[config.mk]
export PLATFORM = sky130hd
export DESIGN_NAME = rx_byte_queue
export DESIGN_NICKNAME = d
export VERILOG_FILES = /design/src/rtl/rxq_pkg.sv /design/src/rtl/rxq_ring.sv /design/src/rtl/rxq_level.sv /design/src/rtl/rxq_idle_timer.sv /design/src/rtl/rx_byte_queue.sv
export SDC_FILE = /design/constraint.sdc
export NUM_CORES = 1
export LEC_CHECK = 0
export ABC_AREA = 1
export BUFFER_PORTS_ARGS = -buffer_cell sky130_fd_sc_hd__buf_2
export CORE_ASPECT_RATIO = 1.2
export CORE_MARGIN = 2
export CORE_UTILIZATION = 55
export CTS_BUF_LIST = sky130_fd_sc_hd__clkbuf_4
export DETAILED_ROUTE_END_ITERATION = 7
export PLACE_DENSITY = 0.82
export SLEW_MARGIN = 10
export SYNTH_ARGS = -nofsm -noshare
export SYNTH_HDL_FRONTEND = slang
export SYNTH_HIERARCHICAL = 1
export SYNTH_SLANG_ARGS = --single-unit
[constraint.sdc]
create_clock -name clk -period 9.78 [get_ports clk]
set_clock_uncertainty 0.05 [all_clocks]
set_input_delay 0.489 -clock clk [delete_from_list [all_inputs] [get_ports clk]]
set_output_delay 0.489 -clock clk [all_outputs]
set_load 0.02 [all_outputs]
[src/rtl/rxq_pkg.sv]
package rxq_pkg;

  // Bits in one serial character: start + data + optional parity + stop.
  function automatic logic [3:0] frame_bits(input logic [3:0] fmt);
    logic [3:0] n;
    n = 4'd1 + 4'd5 + {2'b00, fmt[1:0]} + {3'b000, fmt[3]};
    n = n + (fmt[2] ? 4'd2 : 4'd1);
    return n;
  endfunction

endpackage

[src/rtl/rxq_ring.sv]
module rxq_ring #(
  parameter int DEPTH = 16,
  parameter int W     = 8
) (
  input  logic                       clk,
  input  logic                       rst,
  input  logic                       flush,
  input  logic                       push,
  input  logic                       pop,
  input  logic [W-1:0]               din,
  output logic [W-1:0]               head,
  output logic [$clog2(DEPTH+1)-1:0] count,
  output logic                       full,
  output logic                       empty
);
  localparam int AW = $clog2(DEPTH);
  localparam int CW = $clog2(DEPTH+1);

  logic [W-1:0]  mem [DEPTH];
  logic [AW-1:0] wptr_q, rptr_q;
  logic [CW-1:0] cnt_q;
  logic          do_push, do_pop;

  assign full    = (cnt_q == CW'(DEPTH));
  assign empty   = (cnt_q == '0);
  assign do_pop  = pop && !empty && !flush;
  assign do_push = push && !flush && (!full || do_pop);

  // Storage without reset so it maps onto distributed RAM.
  always_ff @(posedge clk) begin
    if (do_push) mem[wptr_q] <= din;
  end

  assign head  = mem[rptr_q];
  assign count = cnt_q;

  always_ff @(posedge clk) begin
    if (rst || flush) begin
      wptr_q <= '0;
      rptr_q <= '0;
      cnt_q  <= '0;
    end else begin
      if (do_push) wptr_q <= (wptr_q == AW'(DEPTH-1)) ? '0 : wptr_q + AW'(1);
      if (do_pop)  rptr_q <= (rptr_q == AW'(DEPTH-1)) ? '0 : rptr_q + AW'(1);
      case ({do_push, do_pop})
        2'b10:   cnt_q <= cnt_q + CW'(1);
        2'b01:   cnt_q <= cnt_q - CW'(1);
        default: cnt_q <= cnt_q;
      endcase
    end
  end
endmodule

[src/rtl/rxq_level.sv]
module rxq_level #(
  parameter int CW = 5
) (
  input  logic [1:0]    sel,
  output logic [CW-1:0] lvl
);
  always_comb begin
    case (sel)
      2'd0:    lvl = CW'(1);
      2'd1:    lvl = CW'(4);
      2'd2:    lvl = CW'(8);
      default: lvl = CW'(14);
    endcase
  end
endmodule

[src/rtl/rxq_idle_timer.sv]
module rxq_idle_timer #(
  parameter int DIV_W = 16
) (
  input  logic             clk,
  input  logic             rst,
  input  logic [3:0]       frame_cfg,
  input  logic [DIV_W-1:0] divisor,
  input  logic             restart,
  input  logic             active,
  output logic             expire
);
  import rxq_pkg::*;

  // 4 chars x 16 clocks per bit = 64 clocks per frame bit.
  localparam int LIM_W = DIV_W + 10;

  logic [LIM_W-1:0] limit_q, cnt_q;
  logic             at_end;

  assign at_end = (limit_q != '0) && (cnt_q >= limit_q - LIM_W'(1));
  assign expire = active && !restart && at_end;

  always_ff @(posedge clk) begin
    if (rst) begin
      limit_q <= '0;
    end else begin
      limit_q <= (LIM_W'(frame_bits(frame_cfg)) * LIM_W'(divisor)) << 6;
    end
  end

  always_ff @(posedge clk) begin
    if (rst || restart || !active) begin
      cnt_q <= '0;
    end else if (!at_end && (cnt_q != '1)) begin
      cnt_q <= cnt_q + LIM_W'(1);
    end
  end
endmodule

[src/rtl/rx_byte_queue.sv]
module rx_byte_queue #(
  parameter int DEPTH = 16,
  parameter int W     = 8,
  parameter int DIV_W = 16
) (
  input  logic                       clk,
  input  logic                       rst,
  input  logic                       rx_valid,
  input  logic [W-1:0]               rx_byte,
  input  logic                       rx_break,
  input  logic                       rd_strobe,
  input  logic                       lsr_rd,
  input  logic                       cfg_wr,
  input  logic [7:0]                 cfg_data,
  input  logic [3:0]                 frame_cfg,
  input  logic [DIV_W-1:0]           divisor,
  output logic [W-1:0]               rd_data,
  output logic [$clog2(DEPTH+1)-1:0] fill_count,
  output logic                       data_ready,
  output logic                       overrun,
  output logic                       brk_flag,
  output logic                       trig_hit,
  output logic                       tmo_pending
);
  localparam int CW = $clog2(DEPTH+1);

  logic          fifo_en_q;
  logic [1:0]    lvl_sel_q;
  logic [W-1:0]  hold_q, rd_data_q;
  logic          dr_q, ovr_q, brk_q, tmo_q;
  logic          dr_n, ovr_n, brk_n, tmo_n;

  logic [W-1:0]  head;
  logic [CW-1:0] cnt, lvl;
  logic          full, empty, expire;

  logic          flush, any_in, f_rd, f_pop, f_push_req, f_push, f_drop, leaves_empty;
  logic [W-1:0]  in_byte;

  assign flush        = cfg_wr && (cfg_data[1] || (cfg_data[0] != fifo_en_q));
  assign any_in       = rx_valid || rx_break;
  assign in_byte      = rx_break ? '0 : rx_byte;
  assign f_rd         = fifo_en_q && rd_strobe && !flush;
  assign f_pop        = f_rd && !empty;
  assign f_push_req   = fifo_en_q && any_in && !flush;
  assign f_push       = f_push_req && (!full || f_pop);
  assign f_drop       = f_push_req && full && !f_pop;
  assign leaves_empty = f_pop && (cnt == CW'(1)) && !f_push;

  rxq_ring #(.DEPTH(DEPTH), .W(W)) ring_i (
    .clk   (clk),
    .rst   (rst),
    .flush (flush),
    .push  (f_push),
    .pop   (f_pop),
    .din   (in_byte),
    .head  (head),
    .count (cnt),
    .full  (full),
    .empty (empty)
  );

  rxq_level #(.CW(CW)) level_i (
    .sel (lvl_sel_q),
    .lvl (lvl)
  );

  rxq_idle_timer #(.DIV_W(DIV_W)) timer_i (
    .clk       (clk),
    .rst       (rst),
    .frame_cfg (frame_cfg),
    .divisor   (divisor),
    .restart   (f_push_req || f_rd || flush),
    .active    (fifo_en_q && !empty),
    .expire    (expire)
  );

  // Next-state for the status bits; later statements take priority.
  always_comb begin
    dr_n  = dr_q;
    ovr_n = ovr_q;
    brk_n = brk_q;
    tmo_n = tmo_q;
    if (lsr_rd) begin
      ovr_n = 1'b0;
      brk_n = 1'b0;
    end
    if (flush) begin
      dr_n  = 1'b0;
      brk_n = 1'b0;
      tmo_n = 1'b0;
    end else if (fifo_en_q) begin
      if (f_rd) tmo_n = 1'b0;
      if (leaves_empty) begin
        dr_n  = 1'b0;
        brk_n = 1'b0;
      end
      if (f_push) dr_n = 1'b1;
      if (f_push_req && rx_break) brk_n = 1'b1;
      if (f_drop) ovr_n = 1'b1;
      if (expire && !f_rd) tmo_n = 1'b1;
    end else begin
      tmo_n = 1'b0;
      if (rd_strobe) begin
        dr_n  = 1'b0;
        brk_n = 1'b0;
      end
      if (any_in) begin
        if (dr_q && !rd_strobe) ovr_n = 1'b1;
        dr_n = 1'b1;
        if (rx_break) brk_n = 1'b1;
      end
    end
  end

  always_ff @(posedge clk) begin
    if (rst) begin
      fifo_en_q <= 1'b0;
      lvl_sel_q <= '0;
      hold_q    <= '0;
      rd_data_q <= '0;
      dr_q      <= 1'b0;
      ovr_q     <= 1'b0;
      brk_q     <= 1'b0;
      tmo_q     <= 1'b0;
    end else begin
      if (cfg_wr) begin
        fifo_en_q <= cfg_data[0];
        lvl_sel_q <= cfg_data[7:6];
      end
      if (!fifo_en_q && any_in && !flush) hold_q <= in_byte;
      if (rd_strobe && !flush) rd_data_q <= fifo_en_q ? (empty ? '0 : head) : hold_q;
      dr_q  <= dr_n;
      ovr_q <= ovr_n;
      brk_q <= brk_n;
      tmo_q <= tmo_n;
    end
  end

  assign rd_data     = rd_data_q;
  assign fill_count  = cnt;
  assign data_ready  = dr_q;
  assign overrun     = ovr_q;
  assign brk_flag    = brk_q;
  assign tmo_pending = tmo_q;
  assign trig_hit    = fifo_en_q ? (cnt >= lvl) : dr_q;
endmodule

==> flow_metrics.py <==
metrics = {
    "timing": {
        "worst_slew_pin_slew_ns": 1.28,
        "rsz0062_at_grt": "false",
        "fin_setup_tns_ns": 0,
        "relSlewSlack_pct": 14.5,
        "fin_crit_sh_pct": 45.2,
        "final-setup-viol-count": 0,
        "worst_slack_ns": 5.36,
        "hold_slack_ns": 0.0671,
        "min_period_ns": 4.42,
        "clock.fmax_mhz": 226,
        "finalHoldViolations": 0,
        "drv_slew": 0,
    },
    "setup_path": {
        "critPathSlowestCell": "fa_1",
        "cp_data_arrival_time_ns": 4.90,
        "path_class": "in2reg",
        "cp_slowest_stage_delay_ns": 0.55,
        "cp_num_buf_inv": 5,
        "rr_endpoint": "timer_i/cnt_q[5]",
        "r2r_start": "timer_i/limit_q[6]",
        "critPathTopFamily": "adder cells",
        "cp_cell_sequence": "buf_2 -> fa_1 -> ha_1 -> inv_1 -> ha_1 -> inv_1 -> nand2_1 -> fa_1 -> inv_1 -> fa_1 -> inv_1 -> fa_1 -> o21ai_0 -> a21oi_1 -> o21ai_0 -> nand2_1 -> a21oi_1 -> nor2_1",
        "crit_required_ns": 10.26,
        "end_kind": "register",
        "cp_max_fo": 15,
        "rr_worst_depth": 20,
        "start_kind": "input port",
        "rrSetupSlack_ns": 6.31,
    },
    "die": {
        "die_x_um": 143,
        "die_h_um": 171,
        "core-area_sq_mm": 0.0230,
        "die_area_sq_mm": 0.0245,
        "io_pins": 61,
        "start_util_pct": 55.6,
        "rows": 61,
    },
    "pwr": {
        "p_per_area_mw_per_mm2": 173,
        "irDropWorstVdd_v": 0.000100,
        "total_power_mw": 2.41,
        "leakage_nw": 6.07,
    },
    "final_layout": {
        "layout_common_cells": "274 x nand2_1, 259 x inv_1, 177 x nor2_1",
        "area_delta_synth_final_pct": 9.55,
        "final_common_cell": "nand2_1",
        "fin_cells": 1959,
        "drive_above_1_share_pct": 13.3,
        "final_net_count": 1736,
    },
    "flow_run": {
        "cap_viol_max_count": 0,
    },
    "detailed_routing": {
        "routed_via_density": 5.30,
        "avgRoutedWirePerCell_um": 14.2,
        "drtPass1Iterations": 5,
        "wl_met2_um": 14100,
        "drc_errors": 0,
        "dr_total_vias": 10400,
        "wl_met1_um": 11200,
        "drt-total-wl_um": 27800,
        "wl_met3_um": 1670,
        "ant_nets": 0,
        "drt_iter0_drc": 684,
        "topRoutingLayerUsed": "met4",
    },
    "clock_network": {
        "clkSinkCount": 214,
        "cts_buffer_depth": 3,
        "path_clk_slew_ns": 0.07,
        "cts_tree": "done",
        "cts_max_level": 2,
        "cts_root_buffer": "clkbuf_4",
        "insertion_delay_ns": 0.70,
        "cts-resized-gates": 0,
        "numCtsBuffers": 51,
    },
    "synth": {
        "synth_top_cell_by_area": "edfxtp_1",
        "syn_area_per_cell_sq_um": 8.36,
        "ys.flop_type": "edfxtp_1",
        "yosys_register_bits": 214,
        "syn_nets": 1662,
        "netlist.area_leader.share_pct": 30.1,
        "yosys_warnings": 6,
        "synth_edf_count": 128,
        "netlist_top_cells_area": "edfxtp_1 30%, dfxtp_1 13%, nand2_1 8.1%",
        "netlist_area_sq_mm": 0.0128,
        "synthCells": 1527,
        "synth.yosys.seq_area_share_pct": 43.6,
        "async_flop_share_pct": 0,
        "synth.distinct_cells": 47,
    },
    "status": {
        "status": "completed",
    },
    "grt": {
        "grt-ovfl-total": 0,
        "grt_max_degree": 129,
        "grt_pass1_vias": 10200,
        "grt_pass1_wl_um": 46500,
        "antenna_found_initial": 1,
        "grt_usage_pct": 23.4,
    },
    "min_path": {
        "min_path_cells": 2,
        "worstHoldStart": "cfg_wr",
        "hp-class": "in2reg",
        "holdPathEnd": "fifo_en_q",
    },
    "placed_design": {
        "io_buffers": 56,
        "dp_hpwl_um": 19100,
        "dp.cells": 1861,
        "dp_slack_ns": 4.75,
        "gp_congestion": 0.899,
    },
}
## cells by family after synthesis
family / synth area share, %
fa+ha+maj: 10.8
compound gates: 10.5
simple gates: 22.6
xor+xnor: 2.68
buf+inv: 9.88
flops: 43.6
other cells: 0.0294
## cells in the mapped netlist (8+ instances only)
master    instances
a21oi_1          92
a21oi_2          12
a31oi_1           8
buf_2            20
clkbuf_1         16
dfxtp_1          86
edfxtp_1        128
fa_1             30
ha_1             62
inv_1           259
nand2_1         274
nand2_2          12
nand3_1         103
nand4_1           9
nor2_1          178
nor3_1           20
o211ai_1         34
o21ai_0          63
xnor2_1          16
xor2_1           23
## metal layers
metal  vias to the layer above  global-route usage (%)
met5                         -                       0
met4                         0                    9.43
met3                        65                    3.92
met2                       355                    41.8
met1                      4809                    28.1
li1                       5155                       -
## metrics by stage
step	cell area, sq um	utilization [%]
6_report	14000	60.9
5_1_grt	14000	60.9
4_1_cts	14000	60.8
3_5_place_dp	13300	57.7
3_3_place_gp	13300	57.7
2_1_floorplan	12800	-
## registers in the layout, indices dropped and copies added, names as in the netlist, 2 cells and up, named ones only
| name | cells |
|---|---|
| ring_i/rptr_q | 4 |
| timer_i/limit_q | 20 |
| ring_i/count | 5 |
| rd_data | 8 |
| hold_q | 8 |
| timer_i/cnt_q | 26 |
| lvl_sel_q | 2 |
| ring_i/mem | 128 |
| ring_i/wptr_q | 4 |
## worst max path at each step
stage | startpoint | endpoint | cells after the start
final | frame_cfg[0] | timer_i/limit_q[24] | 18
after global placement | frame_cfg[0] | timer_i/limit_q[24] | 18
after detailed placement | frame_cfg[0] | timer_i/limit_q[24] | 18
after global routing | frame_cfg[0] | timer_i/limit_q[24] | 18
after CTS | frame_cfg[0] | timer_i/limit_q[24] | 18
after floorplan | frame_cfg[0] | timer_i/limit_q[24] | 16
## repair_timing
action                                 in CTS  in global routing
endpoints found under the hold margin       2                  0
setup buffers                               0                  0
hold buffers                                2                  0
## where the power goes
part	total [mW]	leakage (nW)	switching (mW)	internal [mW]
logic	0.636	3.79	0.406	0.230
clock network	0.750	0.411	0.357	0.394
registers	1.03	1.87	0.0351	0.992
total	2.41	6.07	0.798	1.62
## final cells by class
| cell class | instances | area (sq um) |
|---|---|---|
| Antenna cell | 1 | 2.50 |
| Clock buffer | 78 | 586 |
| Clock inverter | 17 | 104 |
| Fill cell | 1865 | 8990 |
| Inverter | 265 | 996 |
| Multi-Input combinational cell | 1001 | 5960 |
| Sequential cell | 214 | 5570 |
| Tap cell | 315 | 394 |
| Timing Repair Buffer | 68 | 375 |
Note: power is estimated with default switching activity, not from simulation.
